--- config.mk ---
export PLATFORM = sky130hd
export DESIGN_NAME = prio_irq_ctrl
export DESIGN_NICKNAME = d
export VERILOG_FILES = /design/src/rtl/prio_irq_pkg.sv /design/src/rtl/prio_irq_nmi_qual.sv /design/src/rtl/prio_irq_enable.sv /design/src/rtl/prio_irq_arb.sv /design/src/rtl/prio_irq_ctrl.sv
export SDC_FILE = /design/constraint.sdc
export NUM_CORES = 1
export LEC_CHECK = 0
export ABC_AREA = 0
export BUFFER_PORTS_ARGS = -buffer_cell sky130_fd_sc_hd__buf_2
export CORE_ASPECT_RATIO = 1.2
export CORE_MARGIN = 4
export CORE_UTILIZATION = 47
export DETAILED_ROUTE_END_ITERATION = 10
export HOLD_SLACK_MARGIN = 0.08
export PLACE_DENSITY = 0.87
export SETUP_SLACK_MARGIN = 0.02
export SYNTH_ARGS = -nofsm -noshare
export SYNTH_HDL_FRONTEND = slang
export SYNTH_SLANG_ARGS = --single-unit
--- constraint.sdc ---
create_clock -name clk -period 1.7 [get_ports clk]
set_input_delay 0.425 -clock clk [delete_from_list [all_inputs] [get_ports clk]]
set_output_delay 0.425 -clock clk [all_outputs]
set_load 0.1 [all_outputs]
--- src/rtl/prio_irq_pkg.sv ---
package prio_irq_pkg;
    localparam int NSRC = 4;

    // Encoding doubles as priority rank: larger value wins.
    typedef enum logic [1:0] {
        SRC_EXT = 2'd0,
        SRC_MID = 2'd1,
        SRC_HI  = 2'd2,
        SRC_NMI = 2'd3
    } irq_src_e;

    typedef enum logic [1:0] {
        ST_IDLE = 2'd0,
        ST_REQ  = 2'd1,
        ST_INTA = 2'd2
    } ctl_state_e;
endpackage

--- src/rtl/prio_irq_nmi_qual.sv ---
module prio_irq_nmi_qual #(
    parameter int NMI_HOLD = 2
) (
    input  logic clk,
    input  logic rst_n,
    input  logic nmi_i,
    input  logic clr_i,
    output logic pend_o
);
    localparam int CW = $clog2(NMI_HOLD + 1);
    localparam logic [CW-1:0] HOLD_V = CW'(NMI_HOLD);

    logic          prev_q;
    logic          armed_q;
    logic [CW-1:0] run_q;
    logic          hit;

    assign hit = nmi_i && prev_q && armed_q && (run_q + CW'(1) == HOLD_V);

    always_ff @(posedge clk or negedge rst_n) begin
        if (!rst_n) begin
            prev_q  <= 1'b0;
            armed_q <= 1'b0;
            run_q   <= '0;
        end else begin
            prev_q <= nmi_i;
            if (!nmi_i) begin
                armed_q <= 1'b0;
                run_q   <= '0;
            end else if (!prev_q) begin
                armed_q <= 1'b1;
                run_q   <= CW'(1);
            end else if (armed_q) begin
                run_q <= run_q + CW'(1);
                if (hit) armed_q <= 1'b0;
            end
        end
    end

    always_ff @(posedge clk or negedge rst_n) begin
        if (!rst_n)      pend_o <= 1'b0;
        else if (hit)    pend_o <= 1'b1;
        else if (clr_i)  pend_o <= 1'b0;
    end

    // a new record needs the input high on the two edges before it
    assert_nmi_qualified_R4: assert property (@(posedge clk) disable iff (!rst_n)
        $rose(pend_o) |-> ($past(nmi_i) && $past(nmi_i, 2)));

    // a record is only dropped by its own acknowledge
    assert_nmi_held_R11: assert property (@(posedge clk) disable iff (!rst_n)
        (pend_o && !clr_i) |=> pend_o);
endmodule

--- src/rtl/prio_irq_enable.sv ---
module prio_irq_enable #(
    parameter int MASK_W = 2
) (
    input  logic              clk,
    input  logic              rst_n,
    input  logic              set_i,
    input  logic              clr_i,
    input  logic              accept_i,
    input  logic              mask_wr_i,
    input  logic [MASK_W-1:0] mask_i,
    output logic              ien_o,
    output logic [MASK_W-1:0] mask_o
);
    always_ff @(posedge clk or negedge rst_n) begin
        if (!rst_n)        ien_o <= 1'b0;
        else if (accept_i) ien_o <= 1'b0;
        else if (clr_i)    ien_o <= 1'b0;
        else if (set_i)    ien_o <= 1'b1;
    end

    always_ff @(posedge clk or negedge rst_n) begin
        if (!rst_n)         mask_o <= '1;
        else if (mask_wr_i) mask_o <= mask_i;
    end

    // acceptance always leaves the enable off
    assert_accept_disables_R8: assert property (@(posedge clk) disable iff (!rst_n)
        accept_i |=> !ien_o);
endmodule

--- src/rtl/prio_irq_arb.sv ---
module prio_irq_arb
    import prio_irq_pkg::*;
(
    input  logic [NSRC-1:0] pend_i,
    output logic [NSRC-1:0] grant_o,
    output irq_src_e        src_o
);
    // Higher index means higher priority.
    for (genvar i = 0; i < NSRC; i++) begin : g_grant
        if (i == NSRC - 1) begin : g_top
            assign grant_o[i] = pend_i[i];
        end else begin : g_low
            assign grant_o[i] = pend_i[i] && !(|pend_i[NSRC-1:i+1]);
        end
    end

    always_comb begin
        src_o = SRC_EXT;
        for (int k = 0; k < NSRC; k++) begin
            if (grant_o[k]) src_o = irq_src_e'(k);
        end
    end

    // at most one winner, and one whenever anything is pending
    always_comb begin
        assert_grant_onehot_R2: assert ($onehot0(grant_o));
        assert_grant_present_R2: assert ((|pend_i) == (|grant_o));
    end
endmodule

--- src/rtl/prio_irq_ctrl.sv ---
module prio_irq_ctrl
    import prio_irq_pkg::*;
#(
    parameter int                ADDR_W   = 16,
    parameter int                NMI_HOLD = 2,
    parameter logic [ADDR_W-1:0] VEC_NMI  = 16'h0024,
    parameter logic [ADDR_W-1:0] VEC_HI   = 16'h0034,
    parameter logic [ADDR_W-1:0] VEC_MID  = 16'h002C,
    parameter logic [ADDR_W-1:0] VEC_EXT  = 16'h0000
) (
    input  logic              clk,
    input  logic              rst_n,
    input  logic              nmi_i,
    input  logic              irq_hi_i,
    input  logic              irq_mid_i,
    input  logic              irq_ext_i,
    input  logic              ien_set_i,
    input  logic              ien_clr_i,
    input  logic              mask_wr_i,
    input  logic [1:0]        mask_i,
    input  logic              boundary_i,
    input  logic              svc_ack_i,
    output logic              svc_req_o,
    output logic [ADDR_W-1:0] svc_vec_o,
    output logic              svc_ext_o,
    output logic              inta_n_o
);
    logic            nmi_pend;
    logic            ien;
    logic [1:0]      mask;
    logic [NSRC-1:0] pend;
    logic [NSRC-1:0] grant;
    irq_src_e        win_src;
    irq_src_e        src_q;
    logic [ADDR_W-1:0] vec_q;
    logic [ADDR_W-1:0] win_vec;
    ctl_state_e      state_q;
    ctl_state_e      state_n;
    logic            accept;
    logic            nmi_clr;

    prio_irq_nmi_qual #(.NMI_HOLD(NMI_HOLD)) u_nmi (
        .clk    (clk),
        .rst_n  (rst_n),
        .nmi_i  (nmi_i),
        .clr_i  (nmi_clr),
        .pend_o (nmi_pend)
    );

    prio_irq_enable #(.MASK_W(2)) u_en (
        .clk       (clk),
        .rst_n     (rst_n),
        .set_i     (ien_set_i),
        .clr_i     (ien_clr_i),
        .accept_i  (accept),
        .mask_wr_i (mask_wr_i),
        .mask_i    (mask_i),
        .ien_o     (ien),
        .mask_o    (mask)
    );

    assign pend[SRC_NMI] = nmi_pend;
    assign pend[SRC_HI]  = irq_hi_i  && ien && !mask[1];
    assign pend[SRC_MID] = irq_mid_i && ien && !mask[0];
    assign pend[SRC_EXT] = irq_ext_i && ien;

    prio_irq_arb u_arb (
        .pend_i  (pend),
        .grant_o (grant),
        .src_o   (win_src)
    );

    always_comb begin
        unique case (win_src)
            SRC_NMI: win_vec = VEC_NMI;
            SRC_HI:  win_vec = VEC_HI;
            SRC_MID: win_vec = VEC_MID;
            default: win_vec = VEC_EXT;
        endcase
    end

    assign accept  = (state_q == ST_IDLE) && boundary_i && (|grant);
    assign nmi_clr = (state_q == ST_REQ) && svc_ack_i && (src_q == SRC_NMI);

    // Next-state logic
    always_comb begin
        state_n = state_q;
        unique case (state_q)
            ST_IDLE: if (accept) state_n = ST_REQ;
            ST_REQ:  if (svc_ack_i) state_n = (src_q == SRC_EXT) ? ST_INTA : ST_IDLE;
            ST_INTA: state_n = ST_IDLE;
            default: state_n = ST_IDLE;
        endcase
    end

    // State register and captured winner
    always_ff @(posedge clk or negedge rst_n) begin
        if (!rst_n) begin
            state_q <= ST_IDLE;
            src_q   <= SRC_EXT;
            vec_q   <= '0;
        end else begin
            state_q <= state_n;
            if (accept) begin
                src_q <= win_src;
                vec_q <= win_vec;
            end
        end
    end

    // Outputs
    always_comb begin
        svc_req_o = (state_q == ST_REQ);
        svc_vec_o = (state_q == ST_REQ) ? vec_q : '0;
        svc_ext_o = (state_q == ST_REQ) && (src_q == SRC_EXT);
        inta_n_o  = (state_q != ST_INTA);
    end

    // a request only starts after a boundary
    assert_req_after_boundary_R9: assert property (@(posedge clk) disable iff (!rst_n)
        $rose(svc_req_o) |-> $past(boundary_i));

    // the vector is held while the request waits
    assert_vec_stable_R10: assert property (@(posedge clk) disable iff (!rst_n)
        (svc_req_o && $past(svc_req_o)) |-> ($stable(svc_vec_o) && $stable(svc_ext_o)));

    // the strobe lasts one clock
    assert_strobe_single_R7: assert property (@(posedge clk) disable iff (!rst_n)
        !inta_n_o |=> inta_n_o);

    // the strobe follows an acknowledged external service
    assert_strobe_after_ack_R7: assert property (@(posedge clk) disable iff (!rst_n)
        $fell(inta_n_o) |-> $past(svc_ack_i && svc_req_o && svc_ext_o));
endmodule

==> impl_metrics.py <==
metrics = {
    "timing": {
        "hold_viol": 0,
        "fin_tns_setup_ns": 0,
        "grt_setup_unrepaired": "true",
        "skew_ns": 0.00481,
        "period_share_pct": 97.3,
        "setup_ws_ns": 0.0456,
        "fin_crit_ns": 1.65,
        "timing.fmax_ghz": 0.604,
        "setup_viol": 0,
        "slew_viol_final": 0,
    },
    "clock_network": {
        "clockBufferDepth": 2,
        "insertion_delay_ns": 0.28,
        "clkSlewWorstSetupHoldPaths_ns": 0.08,
        "cts_sinks": 15,
        "cts_root_buf": "clkbuf_4",
        "tritoncts": "built",
        "cts_buffers": 3,
        "htree_levels": 1,
    },
    "routing": {
        "drt_iter0_markers": 14,
        "wl_mm": 1.70,
        "vias": 691,
        "drc": 0,
        "via_per_inst": 5.23,
        "ant_nets": 0,
        "wire_per_inst_um": 12.8,
        "dr.pass1.iters": 4,
    },
    "place": {
        "placed_area_sq_mm": 0.00105,
        "dp.cells": 122,
        "post-place-ws_ns": 0.0907,
        "gp_congestion": 0.815,
        "place_hpwl_mm": 1.34,
        "port_buffers": 19,
    },
    "setup_path": {
        "critPathLaunchType": "register",
        "cp_max_fo": 4,
        "required_ns": 1.27,
        "cp.arrival_ns": 1.23,
        "crit_type": "reg -> out",
        "cp-end-kind": "primary output",
    },
    "logic_synthesis": {
        "synth.distinct_cells": 30,
        "avgSynthCellArea_sq_um": 9.75,
        "synth-seq-cells": 15,
        "async_reset_ff_share_pct": 100,
        "syn-cell-area_sq_um": 848,
        "synth_edf_count": 0,
        "yosys_warnings": 0,
        "ys_seq_area_share_pct": 44.5,
        "synth_ff_type": "dfrtp_1",
        "synthCells": 87,
    },
    "power": {
        "p_seq_share_pct": 28.9,
        "power_density_mw_per_mm2": 1740,
        "comb_power_share_pct": 61.0,
        "power.internal_uw": 984,
        "power_frac_clock_pct": 10.2,
        "power.switching_uw": 969,
        "p_leak_nw": 0.513,
        "swShare_pct": 49.6,
        "ir_drop_v": 0.000784,
    },
    "finish": {
        "drive_gt1_share_pct": 37.7,
        "utilization_pct": 66.8,
        "final_cell_area_sq_mm": 0.00112,
        "n_antenna_cell": 0,
        "nets": 129,
        "nFillCells": 125,
        "fin_cells": 132,
        "area_growth_pct": 32.4,
    },
    "outcome": {
        "status": "completed",
    },
    "job": {
        "cap_violations": 0,
    },
    "global_routing": {
        "grt_overflow": 0,
        "grt_pass1_vias": 654,
        "grtUsageTotal_pct": 15.6,
        "antenna_found_initial": 0,
        "grt_pass1_wl_mm": 2.78,
        "grt_max_degree": 16,
    },
    "die": {
        "core_area_sq_mm": 0.00168,
        "chipHeight_um": 54.5,
        "rows": 16,
        "die_w_um": 46.8,
        "initial_core_util_pct": 50.4,
        "ios": 32,
        "dieArea_sq_mm": 0.00255,
    },
    "worst_hold_path": {
        "hold_path_class": "in -> reg",
    },
}
[cells in the mapped netlist (2+ instances only)]
| cell | instances | area share, % |
|---|---|---|
| nor2_1 | 6 | 2.7 |
| a32oi_1 | 2 | 2.1 |
| buf_4 | 13 | 12 |
| a21boi_0 | 3 | 2.7 |
| inv_1 | 3 | 1.3 |
| a21oi_1 | 3 | 1.8 |
| mux2_2 | 2 | 2.7 |
| o21ai_0 | 5 | 2.9 |
| nor2b_1 | 2 | 1.5 |
| nand2_1 | 7 | 3.1 |
| and2_1 | 2 | 1.5 |
| dfrtp_1 | 13 | 38 |
| nand2b_1 | 4 | 2.9 |
| nor3_1 | 3 | 1.8 |
| dfstp_2 | 2 | 6.2 |
| o21ai_1 | 3 | 1.8 |
[power by group through the flow]
stage | registers, mW | clock network, mW | logic, mW
2_1_floorplan | 0.537 | 0 | 0.876
3_3_place_gp | 0.563 | 0 | 1.10
3_5_place_dp | 0.574 | 0 | 1.11
4_1_cts | 0.562 | 0.204 | 1.17
5_1_grt | 0.580 | 0.220 | 1.26
6_report | 0.564 | 0.199 | 1.19
[area by class of cell]
type / count / area (sq um) / share of cell area, %
sequential: 15 / 379 / 33.7
clock buffer: 4 / 26.3 / 2.34
multi-input combinational: 64 / 415 / 37.0
timing repair buffer: 27 / 263 / 23.4
tap: 18 / 22.5 / 2.00
inverter: 4 / 17.5 / 1.56
[worst max-delay path, cell delays in order (launching register included)]
cell and delay [ns]:
dfrtp_1 0.38, nand2b_4 0.19, inv_4 0.07, and2_4 0.14, buf_12 0.16
[sequential cells by signal, summed over array words and instances (netlist names)]
signal / flops
u_nmi.pend_o: 1
u_en.mask_o: 2
u_en.ien_o: 1
u_nmi.prev_q: 1
src_q: 2
vec_q: 3
u_nmi.run_q: 2
state_q: 2
u_nmi.armed_q: 1
[path summary, 6_finish.rpt]
| kind | slack, ns | depth (start not counted) | endpoint | start |
|---|---|---|---|---|
| max | 0.05 | 4 | svc_vec_o[3] | state_q[1]$_DFFE_PN0P_ |
| min | 0.28 | 1 | u_nmi.prev_q$_DFF_PN0_ | nmi_i |
| max reg2reg | 0.14 | 5 | src_q[0]$_DFFE_PN0P_ | state_q[0]$_DFFE_PN0P_ |
| min reg2reg | 0.49 | 1 | u_nmi.run_q[0]$_DFFE_PN0P_ | u_nmi.prev_q$_DFF_PN0_ |
| max in group asynchronous | 0.85 | 2 | u_en.mask_o[0]$_DFFE_PN1P_ | rst_n |
| min in group asynchronous | 0.56 | 2 | vec_q[2]$_DFFE_PN0P_ | rst_n |
[cell families after synthesis]
logic type               after synthesis  share of synthesized area, %
AO/OA/AOI/OAI                         21                          17.6
XOR/XNOR                               1                          1.03
adder cells (fa/ha/maj)                1                          1.47
buffers and inverters                 19                          15.0
flip-flops                            15                          44.5
multiplexers                           2                          2.65
other                                  1                         0.442
AND/OR/NAND/NOR                       27                          17.3
[per-stage QoR]
step | total power, mW | hold slack (ns)
global route | 2.06 | 0.282
CTS | 1.94 | 0.279
finish | 1.95 | 0.283
global placement | 1.66 | 0.336
detailed placement | 1.69 | 0.344
floorplan | 1.41 | 0.129
[routing by layer]
layer	wire [um]	global-route usage, %
met1	593	16.0
met2	928	29.0
met3	141	2.96
met4	31	8.29
met5	0	0
[layout by cell type, fill, tap and decap left out, types with 3 or more instances in the layout]
cell	n
o21ai_0	5
a21boi_0	3
dfrtp_1	12
nor2_1	5
nand2b_1	3
nand2_1	7
inv_1	3
buf_12	7
buf_2	12
clkbuf_4	3
o21ai_1	3
a21oi_1	3
conb_1	12
buf_4	7
[timing repair]
action,in CTS,in global routing
endpoints found under the hold margin,13,0
setup endpoints to repair,5,5
gates resized for setup,1,0
hold buffers,1,0
gates cloned,0,0
buffers inserted,4,1
(Power assumes the default switching activity.)
